$ cat config.mk
export PLATFORM = sky130hd
export DESIGN_NAME = dq_engine
export DESIGN_NICKNAME = d
export VERILOG_FILES = /design/src/rtl/dq_pkg.sv /design/src/rtl/dq_decode.sv /design/src/rtl/dq_wb.sv /design/src/rtl/dq_engine.sv
export SDC_FILE = /design/constraint.sdc
export NUM_CORES = 1
export LEC_CHECK = 0
export ABC_AREA = 1
export BUFFER_PORTS_ARGS = -buffer_cell sky130_fd_sc_hd__buf_2
export CORE_MARGIN = 1
export CORE_UTILIZATION = 55
export DETAILED_ROUTE_END_ITERATION = 10
export PLACE_DENSITY = 0.85
export SETUP_SLACK_MARGIN = 0.2
export SLEW_MARGIN = 20
export SYNTH_ARGS = -nofsm -noshare
export SYNTH_HDL_FRONTEND = slang
export SYNTH_SLANG_ARGS = --single-unit
export TNS_END_PERCENT = 1
$ cat constraint.sdc
create_clock -name clk -period 6.7 [get_ports clk]
set_clock_uncertainty 0.1 [all_clocks]
set_input_delay 0.335 -clock clk [delete_from_list [all_inputs] [get_ports clk]]
set_output_delay 0.335 -clock clk [all_outputs]
set_load 0.01 [all_outputs]
$ cat src/rtl/dq_pkg.sv
package dq_pkg;
  localparam int WORD_W  = 32;
  localparam int LEN_W   = 20;
  localparam int LO_W    = 32;
  localparam int HI_W    = 4;
  localparam int ADDR_W  = LO_W + HI_W;
  localparam int ALIGN_W = 4;

  localparam int F_HWO     = 0;
  localparam int F_BYP     = 2;
  localparam int F_ZLP_EXT = 6;
  localparam int F_IOC     = 7;
  localparam int F_ZLP_LEG = 29;

  typedef enum logic [2:0] {
    S_IDLE, S_RD, S_DEC, S_XFER, S_WR3, S_WR0, S_PARK
  } st_t;

  // transmit data length held in word 3
  function automatic logic [LEN_W-1:0] data_len(input logic [WORD_W-1:0] w, input logic ext);
    return ext ? w[LEN_W-1:0] : {4'h0, w[15:0]};
  endfunction

  // receive buffer size held in word 0
  function automatic logic [LEN_W-1:0] rx_limit(input logic [WORD_W-1:0] w, input logic ext);
    return ext ? w[31:12] : {4'h0, w[31:16]};
  endfunction

  function automatic logic [HI_W-1:0] buf_hi(input logic [WORD_W-1:0] w, input logic ext);
    return ext ? w[27:24] : w[19:16];
  endfunction

  function automatic logic [HI_W-1:0] nxt_hi(input logic [WORD_W-1:0] w, input logic ext);
    return ext ? w[31:28] : w[23:20];
  endfunction

  function automatic logic [ADDR_W-1:0] align16(input logic [ADDR_W-1:0] a);
    return {a[ADDR_W-1:ALIGN_W], {ALIGN_W{1'b0}}};
  endfunction

  function automatic logic [WORD_W-1:0] put_len(input logic [WORD_W-1:0] w3,
                                                input logic [LEN_W-1:0] len, input logic ext);
    return ext ? {w3[31:LEN_W], len} : {w3[31:16], len[15:0]};
  endfunction

  function automatic logic [ADDR_W-1:0] word_addr(input logic [ADDR_W-1:0] base, input logic [3:0] i);
    return base + ADDR_W'({i, 2'b00});
  endfunction
endpackage

$ cat src/rtl/dq_decode.sv
module dq_decode
  import dq_pkg::*;
(
  input  logic [WORD_W-1:0] w0,
  input  logic [WORD_W-1:0] w1,
  input  logic [WORD_W-1:0] w2,
  input  logic [WORD_W-1:0] w3,
  input  logic              ext,
  input  logic              rx,
  output logic              bypass,
  output logic              ioc,
  output logic              zlp,
  output logic              len_err,
  output logic [LEN_W-1:0]  xfer_len,
  output logic [ADDR_W-1:0] buf_addr,
  output logic [ADDR_W-1:0] next_addr
);
  logic [WORD_W-1:0] nib_src;
  logic              unused_bits;

  assign nib_src   = rx ? w3 : w0;
  assign bypass    = w0[F_BYP];
  assign ioc       = w0[F_IOC];
  assign zlp       = ext ? w0[F_ZLP_EXT] : w3[F_ZLP_LEG];
  assign xfer_len  = rx ? rx_limit(w0, ext) : data_len(w3, ext);
  assign len_err   = !ext && !rx && (data_len(w3, ext) == '0);
  assign buf_addr  = {buf_hi(nib_src, ext), w1};
  assign next_addr = align16({nxt_hi(nib_src, ext), w2});
  assign unused_bits = ^{w0[11:8], w0[5:3], w0[1], w0[F_HWO]};
endmodule

$ cat src/rtl/dq_wb.sv
module dq_wb
  import dq_pkg::*;
(
  input  logic [WORD_W-1:0] w0,
  input  logic [WORD_W-1:0] w3,
  input  logic [LEN_W-1:0]  actual,
  input  logic              ext,
  output logic [WORD_W-1:0] wb_w0,
  output logic [WORD_W-1:0] wb_w3
);
  assign wb_w0 = w0 & ~(WORD_W'(1) << F_HWO);
  assign wb_w3 = put_len(w3, actual, ext);
endmodule

$ cat src/rtl/dq_engine.sv
module dq_engine
  import dq_pkg::*;
#(
  parameter int DESC_BYTES = 16
) (
  input  logic              clk,
  input  logic              rst_n,
  input  logic              mode_ext,
  input  logic              dir_rx,
  input  logic              cmd_start,
  input  logic              cmd_stop,
  input  logic              cmd_resume,
  input  logic [ADDR_W-1:0] start_addr,
  output logic              q_active,
  output logic [ADDR_W-1:0] cur_addr,
  output logic              mem_req,
  output logic              mem_we,
  output logic [ADDR_W-1:0] mem_addr,
  output logic [WORD_W-1:0] mem_wdata,
  input  logic [WORD_W-1:0] mem_rdata,
  input  logic              mem_ack,
  output logic              mv_req,
  output logic [ADDR_W-1:0] mv_addr,
  output logic [LEN_W-1:0]  mv_len,
  output logic              mv_zlp,
  input  logic              mv_done,
  input  logic [LEN_W-1:0]  mv_count,
  output logic              done_o,
  output logic              len_err_o
);
  localparam int WORDS = DESC_BYTES / (WORD_W / 8);
  localparam int IDX_W = $clog2(WORDS);
  localparam logic [IDX_W-1:0] LAST = IDX_W'(WORDS - 1);

  st_t               st;
  logic [IDX_W-1:0]  idx;
  logic [WORD_W-1:0] w [WORDS];
  logic [ADDR_W-1:0] cur_q;
  logic [LEN_W-1:0]  act_q;
  logic              stop_pend, done_q, lerr_q;

  logic              d_bypass, d_ioc, d_zlp, d_lenerr;
  logic [LEN_W-1:0]  d_len;
  logic [ADDR_W-1:0] d_buf, d_next;
  logic [WORD_W-1:0] wb_w0, wb_w3;

  // named internal events
  logic evt_unowned, evt_release, evt_fetched;
  assign evt_unowned = (st == S_RD) && mem_ack && (idx == '0) && !mem_rdata[F_HWO];
  assign evt_fetched = (st == S_RD) && mem_ack && (idx == LAST);
  assign evt_release = (st == S_WR0) && mem_ack;

  dq_decode dec_i (
    .w0(w[0]), .w1(w[1]), .w2(w[2]), .w3(w[WORDS-1]),
    .ext(mode_ext), .rx(dir_rx),
    .bypass(d_bypass), .ioc(d_ioc), .zlp(d_zlp), .len_err(d_lenerr),
    .xfer_len(d_len), .buf_addr(d_buf), .next_addr(d_next)
  );

  dq_wb wb_i (
    .w0(w[0]), .w3(w[WORDS-1]), .actual(act_q), .ext(mode_ext),
    .wb_w0(wb_w0), .wb_w3(wb_w3)
  );

  always_ff @(posedge clk) begin
    if (!rst_n) begin
      st        <= S_IDLE;
      idx       <= '0;
      cur_q     <= '0;
      act_q     <= '0;
      stop_pend <= 1'b0;
      done_q    <= 1'b0;
      lerr_q    <= 1'b0;
      for (int i = 0; i < WORDS; i++) w[i] <= '0;
    end else begin
      done_q <= 1'b0;
      lerr_q <= 1'b0;
      if (cmd_stop && st != S_IDLE) stop_pend <= 1'b1;
      case (st)
        S_IDLE: begin
          stop_pend <= 1'b0;
          if (cmd_start) begin
            cur_q <= align16(start_addr);
            idx   <= '0;
            st    <= S_RD;
          end else if (cmd_resume) begin
            idx <= '0;
            st  <= S_RD;
          end
        end
        S_RD: if (mem_ack) begin
          w[idx] <= mem_rdata;
          if (evt_unowned)      st  <= S_PARK;
          else if (evt_fetched) st  <= S_DEC;
          else                  idx <= idx + 1'b1;
        end
        S_DEC: begin
          if (d_bypass)      st <= S_WR0;
          else if (d_lenerr) begin lerr_q <= 1'b1; st <= S_PARK; end
          else               st <= S_XFER;
        end
        S_XFER: if (mv_done) begin
          act_q <= mv_count;
          st    <= S_WR3;
        end
        S_WR3: if (mem_ack) st <= S_WR0;
        S_WR0: if (evt_release) begin
          cur_q  <= d_next;
          done_q <= d_ioc;
          idx    <= '0;
          st     <= (stop_pend || cmd_stop) ? S_IDLE : S_RD;
        end
        S_PARK: begin
          if (stop_pend || cmd_stop) st <= S_IDLE;
          else if (cmd_resume) begin
            idx <= '0;
            st  <= S_RD;
          end
        end
        default: st <= S_IDLE;
      endcase
    end
  end

  assign q_active  = (st != S_IDLE);
  assign cur_addr  = cur_q;
  assign mem_req   = (st == S_RD) || (st == S_WR3) || (st == S_WR0);
  assign mem_we    = (st == S_WR3) || (st == S_WR0);
  assign mem_addr  = (st == S_RD)  ? word_addr(cur_q, 4'(idx)) :
                     (st == S_WR3) ? word_addr(cur_q, 4'(LAST)) : cur_q;
  assign mem_wdata = (st == S_WR3) ? wb_w3 : wb_w0;
  assign mv_req    = (st == S_XFER);
  assign mv_addr   = d_buf;
  assign mv_len    = d_len;
  assign mv_zlp    = d_zlp;
  assign done_o    = done_q;
  assign len_err_o = lerr_q;
endmodule

Word-level counts from Yosys, hierarchy flattened --
Memory sizes are Yosys's and may differ from the RTL's. Cells that the tools add are included. Widths: inputs -> output; s select.
Cells by class: mux-type cells 44, equal/unequal tests 16, reduce and logical (&&, ||, !) cells 29, bitwise logic cells 2, add/subtract/negate cells 3
Operators with widths (number):
- $mux 36 | 4
- $mux 32 | 3
- $mux 20 | 4
- $pmux 36 s2 | 1
- $add 36x4->36 | 1
- $add 36x4->36 const B | 1
- $mux 3 | 11
- $reduce_or 32->1 | 1
- $pmux 3 s7 | 1
- $logic_not 20->1 | 1
- $mux 2 | 8
- $ne 2x2->1 const B | 7
- $eq 3x3->1 const B | 3
- $mux 1 | 9
- $logic_and 1x1->1 | 8
- $mux 4 | 2
- $pmux 2 s4 | 1
- $eq 3x2->1 const B | 2
- $reduce_and 3->1 | 2
- $reduce_and 6->1 | 1
- $reduce_and 5->1 | 1
- $logic_or 1x1->1 | 4
- $reduce_bool 4->1 | 1
- $eq 3x1->1 const B | 1
- other kinds (13) | 16
Word-level totals: bits in registers 64, memories kept 1, memory bits (writable) 128, input port bits 97
Memory list:
- w | depth 4, bits a word 32, read ports 4, clocked after memory_dff 0, wr ports 4, line dq_engine.sv:37 | logic [WORD_W-1:0] w [WORDS];

Logic depth before layout (Yosys ltp) --
Gate-level depths: netlist (run 1).
word-level depth 7, gate-level depth with buffers 10, depth with buffers taken out 10

Hierarchy --
Synthesis (run 1) repeated with hierarchy kept, for this count alone.
Unflattened totals: cell total of the unflattened synthesis 1324, area, all modules 10805.4 um^2
Modules (own cells, without submodules):
- dq_engine | cells an instance 1033, sequential area each 5124.9 um^2, area each 9057.4 um^2, times used 1
- dq_decode | cells an instance 217, sequential area each 0.0 um^2, area each 1244.9 um^2, times used 1
- dq_wb | cells an instance 74, sequential area each 0.0 um^2, area each 503.0 um^2, times used 1

Worst setup path after synthesis (run 1) --
OpenSTA, ideal clock, no wires.
kind register to register, start reg st[1], end mem w[3][0] (enable), period minus slack after synthesis 3.712 ns, data arrival time 3.142 ns, path slack 2.988 ns, library setup time 0.470 ns, cell stages (with the launch flop) 6, data required time 6.130 ns, cells stage by stage dfxtp_1 > inv_2 > nand2_2 > nor2_4 > nand2_2 > o31ai_1
RTL lines:
- start, declared | line dq_engine.sv:35 | st_t st;
- start signal, assigned | line dq_engine.sv:111 | st <= (stop_pend || cmd_stop) ? S_IDLE : S_RD;
- end, declared | line dq_engine.sv:37

==> flow_summary.ini, run 1 <==
[outcome]
status = finished, violations left
violations = design-rule violations

[global_routing]
grt-ovfl-total = 0
antenna_found_initial = 0
grt_pass1_vias = 6679
gr-usage-all-layers_pct = 31.08
grt_max_degree = 65
grt_pass1_wl_mm = 36.48

[routing]
final_antenna_net_count = 0
drc_errors = 17
wl_per_cell_um = 18.49
drt-vias-per-instance = 5.671
drtPass1Iterations = 9
dr_total_vias = 7474
dr.first_iter.drc_count = 916
routed_wl_mm = 24.37

[sta]
rsz0062_at_grt = no
setup_viol = 0
holdWs_ns = 0.06038
fin_ws_ns = 2.860
tightest_slew_ns = 1.135
period_needed_ns = 3.840
report.final.slew_viol_count = 0
finalHoldViolations = 0
slew_headroom_pct = 24.20
setup_tns_ns = 0
fin_crit_sh_pct = 57.31
fmax_mhz = 260.4

[clock_network]
post_cts_resized = 0
post_cts_buffers = 0
clk_latency_ns = 0.44
holdBufCountCts = 0
htree_levels = 4
cts_buffers = 17
cts_buffer_depth = 2
clkTransAtPathRegs_ns = 0.07
cts-root-buf = clkbuf_16
clock_sinks = 183
tritoncts = built

[critical_path]
critPathCaptureType = flip-flop
cp-endpoint = w[0][14]
path_cells = buf_2, inv_1, nor2_2, inv_2, nor2_4, nand2_2, nand2_1, buf_4
crit_family = buffers and inverters
critical_path_buf_inv_count = 4
cp_max_fo = 61
timing.rr.end = w[0][14]
crit_arrival_ns = 3.85
critical_path.startpoint_type = input port
crit_path_start = rst_n
critPathKind = input port to flip-flop
critPathMaxStageDelay_ns = 0.72
cpMaxStageDelayCell = buf_2
worst-endpoint-required_ns = 6.71
reg2reg_depth = 10
r2r_slack_ns = 3.01
reg2reg_from = st[1]
cp.depth = 8

[finish]
area_growth_pct = 19.27
fill_cells = 1133
antenna_cells = 0
drive_gt1_share_pct = 27.25
nNetsFinal = 1220

[place]
numPortBuffers = 253
dp_slack_ns = 2.489
hpwl_mm = 16.64
gp_congestion = 0.8898

[floorplan]
fp-row-count = 44
die_h_um = 125.4
die_w_um = 125.4
start_util_pct = 57.00
core_um2 = 14700
pin_count = 264
dieArea_um2 = 15730

[synthesis]
yosysSeqAreaShare_pct = 58.42
synth_area_um2 = 8378
yosys_warnings = 0
synth_seq_cells = 183
syn_inst = 931
synth_ff_type = edfxtp_1
synth_edf_count = 123
syn_area_per_cell_um2 = 8.999
async_flop_share_pct = 0
ys_types = 29

[hold_path]
hold_path.class = input port to flip-flop
hold_start = start_addr[23]

[power]
power.density_nw_per_um2 = 337.9
fin_total_pwr_mw = 3.377
p_leak_nw = 4.517
vdd_drop_max_v = 0.0001944

[job]
cap_violations = 0
==> routing by layer <==
layer	track usage [%]	share of wire, %	vias up
met4	14.35	3.7	0
met2	49.71	47	464
met1	40.58	38	3480
met3	6.718	11	73
met5	0	0	-
li1	-	-	3457
==> kinds of logic after synthesis <==
family	count (synthesis)	share of synthesized area, %
buf+inv	184	10.54
flops	183	58.42
compound gates	217	13.96
fa+ha+maj	2	0.2986
other cells	1	0.04476
simple gates	344	16.73
==> cells in the mapped netlist, types with 8 or more instances <==
library cell,number,share of area (%)
buf_4,41,3.7
dfxtp_1,60,14
nor2_1,144,6.5
clkbuf_1,35,1.6
buf_2,13,0.78
nand3_1,13,0.78
o211ai_1,8,0.72
o21ai_0,124,7.4
edfxtp_1,123,44
inv_1,87,3.9
nor3_1,32,1.9
nand2_1,140,6.3
a31oi_1,32,2.4
o22ai_1,13,0.97
a21oi_1,33,2.0
==> worst min path at each step <==
| stage | endpoint | slack, ns | depth (start not counted) |
|---|---|---|---|
| 2_1_floorplan | act_q[10] | 0.32 | 2 |
| 3_3_place_gp | act_q[14] | 0.33 | 2 |
| 3_5_place_dp | act_q[5] | 0.34 | 2 |
| 4_1_cts | cur_addr[21] | 0.05 | 3 |
| 5_1_grt | cur_addr[9] | 0.06 | 3 |
| 6_report | cur_addr[23] | 0.06 | 3 |
==> worst register-to-register path, delay by kind of cell, from the launching register on <==
family	cells	cell delay (ns)
and+or+nand+nor	7	1.58
buffers and inverters	3	1.31
DFF	1	0.42
==> flip-flops by register name (all words and copies together) (netlist names) <==
register   flops
stop_pend      1
idx            2
len_err_o      1
cur_addr      32
done_o         1
w            123
act_q         20
st             3
==> cell usage in the layout (no fill, tap or decap), drive strengths merged <==
cell      netlist  routed
clkbuf         35      17
clkinv          0       5
clkinvlp        0       4
conb            1       6
o31ai           2       2
dfxtp          60      60
nand2         147     147
o211ai          8       8
o22ai          13      13
a21oi          33      33
nand3          13      13
or2             2       2
edfxtp        123     123
inv            91      95
o21ai         128     128
a31oi          32      32
nand3b          1       1
ha              2       2
bufinv          0       2
nand4           1       1
a21boi          1       1
nor2          148     148
buf            58     259
nor3           32      32
==> where the power goes <==
group | switching, mW | total (mW) | leakage [nW] | internal (mW)
Clock | 0.440 | 0.991 | 0.275 | 0.551
Combinational | 0.614 | 0.923 | 2.48 | 0.309
Sequential | 0.0996 | 1.46 | 1.76 | 1.36
Total | 1.15 | 3.38 | 4.52 | 2.22
==> final cells by class <==
| type | instances | area (um^2) | share of cell area, % |
|---|---|---|---|
| Tap cell | 184 | 230.2 | 2.304 |
| Clock inverter | 15 | 152.6 | 1.528 |
| Clock buffer | 17 | 425.4 | 4.257 |
| Sequential cell | 183 | 4895 | 48.99 |
| Inverter | 91 | 341.6 | 3.418 |
| Timing Repair Buffer | 259 | 1311 | 13.12 |
| Multi-Input combinational cell | 569 | 2636 | 26.38 |
==> through the flow <==
stage	cells	cell area, um^2	util [%]
final	1318	9992	67.98
after CTS	1318	9992	67.98
after global routing	1318	9992	67.98
after global placement	1286	9414	64.04
after floorplan	936	8397	-
after detailed placement	1286	9414	64.04
(Power assumes the default switching activity.)
==> run 2: changes to the inputs <==
CORE_UTILIZATION = 46   (was 55)
PLACE_DENSITY = 0.76   (was 0.85)
clock period = 3.3 ns   (was 6.7 ns; I/O delays follow)
==> run 2 against run 1 <==
  * The flow now finishes without violations
  * Combinational power up 110%
  * Setup slack got worse by 2.3 ns
  * First-iteration DRC count decreased by 17%
  * Sequential share of layout area decreased by 3.4 points
  * Critical endpoint is now mem_wdata[3]
==> flow_summary.ini, run 2 (same netlist as run 1, synthesis figures left out) <==
[global_routing]
grt_pass1_vias = 6888
grt-ovfl-total = 0
grt_pass1_wl_mm = 37.64
grt_max_degree = 65
gr-usage-all-layers_pct = 27.30
antenna_found_initial = 1

[power]
p_leak_nw = 4.807
vdd_drop_max_v = 0.0003992
power.density_nw_per_um2 = 652.9

[critical_path]
worst-endpoint-required_ns = 3.03
reg2reg_from = st[0]
crit_arrival_ns = 2.45
critPathKind = flip-flop to output port
critical_path.startpoint_type = flip-flop
crit_path_start = st[2]
cp_max_fo = 31
critPathCaptureType = output port

[sta]
tightest_slew_ns = 1.007
rsz0062_at_grt = no
fin_crit_sh_pct = 82.34
slew_headroom_pct = 32.63
fmax_mhz = 368.0
period_needed_ns = 2.717
report.final.slew_viol_count = 0
finalHoldViolations = 0
setup_viol = 0
holdWs_ns = 0.01872

[finish]
stdcell_count = 1427
largest_register = w
utilization_pct = 61.24
multiInputGateArea_um2 = 2639
fill_cells = 1468
nNetsFinal = 1288
antenna_cells = 0
register_area_um2 = 4895
final_common_cell = buf_2
postLayoutCellArea_um2 = 10740
area_growth_pct = 28.20
largest_register_ffs = 123
drive_gt1_share_pct = 26.12
final_cell_mix = 253 x buf_2, 144 x nor2_1, 139 x nand2_1

[floorplan]
pin_count = 264
die_w_um = 137.0
die_h_um = 137.0
start_util_pct = 47.77
fp-row-count = 48
dieArea_um2 = 18760
core_um2 = 17540

[routing]
dr_total_vias = 7576
drt-vias-per-instance = 5.309
drc_errors = 0
routed_wl_mm = 25.33
final_antenna_net_count = 0
wl_per_cell_um = 17.75
dr.first_iter.drc_count = 762
drtPass1Iterations = 5

[job]
cap_violations = 0

[clock_network]
htree_levels = 4
tritoncts = built
cts-root-buf = clkbuf_16
cts_buffer_depth = 2
clock_sinks = 183
post_cts_resized = 0
clk_latency_ns = 0.43
cts_buffers = 17
post_cts_buffers = 0
clkTransAtPathRegs_ns = 0.07

[place]
dpl_cell_area_um2 = 9498
numPortBuffers = 253
dp.cells = 1331
hpwl_mm = 17.04
gp_congestion = 0.8968

[hold_path]
hold_start = mem_rdata[5]
hold_path.class = input port to flip-flop

[outcome]
status = completed
## run 2: cell types whose count changed in the layout (fill, tap and decap cells not counted), sizes merged
| cell | before | now |
|---|---|---|
| clkinv | 5 | 6 |
| clkinvlp | 4 | 2 |
| dlygate4sd3 | 0 | 64 |
| buf | 259 | 263 |
| bufinv | 2 | 3 |
| clkbuf | 17 | 18 |
| inv | 95 | 94 |
## run 2: worst max-delay path, cell delays in order, from the launching register on
cell and delay (ns):
dfxtp_1 0.48, inv_2 0.11, nor2_1 0.21, nand2_2 0.39, buf_4 0.39, o21ai_0 0.25, buf_2 0.18
## run 2: where the power goes
part	switching, mW	internal [mW]
registers	0.211	2.77
logic	1.26	0.680
clock network	0.899	1.20
## run 2: stage by stage
| step | setup slack (ns) | total power [mW] | setup TNS [ns] |
|---|---|---|---|
| after floorplan | -0.1373 | 4.286 | -3.845 |
| after detailed placement | 1.043 | 4.874 | 0 |
| after global routing | 0.3207 | 7.368 | 0 |
| final | 0.5827 | 7.012 | 0 |
| after CTS | 0.6585 | 7.000 | 0 |
| after global placement | 1.070 | 4.837 | 0 |
## run 2: per-layer routing
layer	global-route usage, %	wire length (um)
met1	35.88	10440
met2	42.76	11840
met3	7.519	2420
met4	10.44	615
met5	0	8
## run 2: cell type report
class | count | area share (%)
Timing Repair Buffer | 327 | 18.45
Inverter | 91 | 3.180
Sequential cell | 183 | 45.57
Clock buffer | 18 | 3.996
Tap cell | 225 | 2.621
Clock inverter | 14 | 1.608
Multi-Input combinational cell | 569 | 24.57
## run 2: final timing paths
path | slack [ns] | to | cells after the start
setup / recovery | 0.58 | mem_wdata[3] | 6
hold / removal | 0.02 | w[1][5] | 3
setup reg to reg | 0.88 | cur_addr[32] | 7
hold reg to reg | 0.35 | act_q[8] | 2
## run 2: timing repair
item                                    in CTS  in global routing
hold buffers                                64                  0
endpoints found under the hold margin       66                  0
endpoints found under the setup margin       0                  0
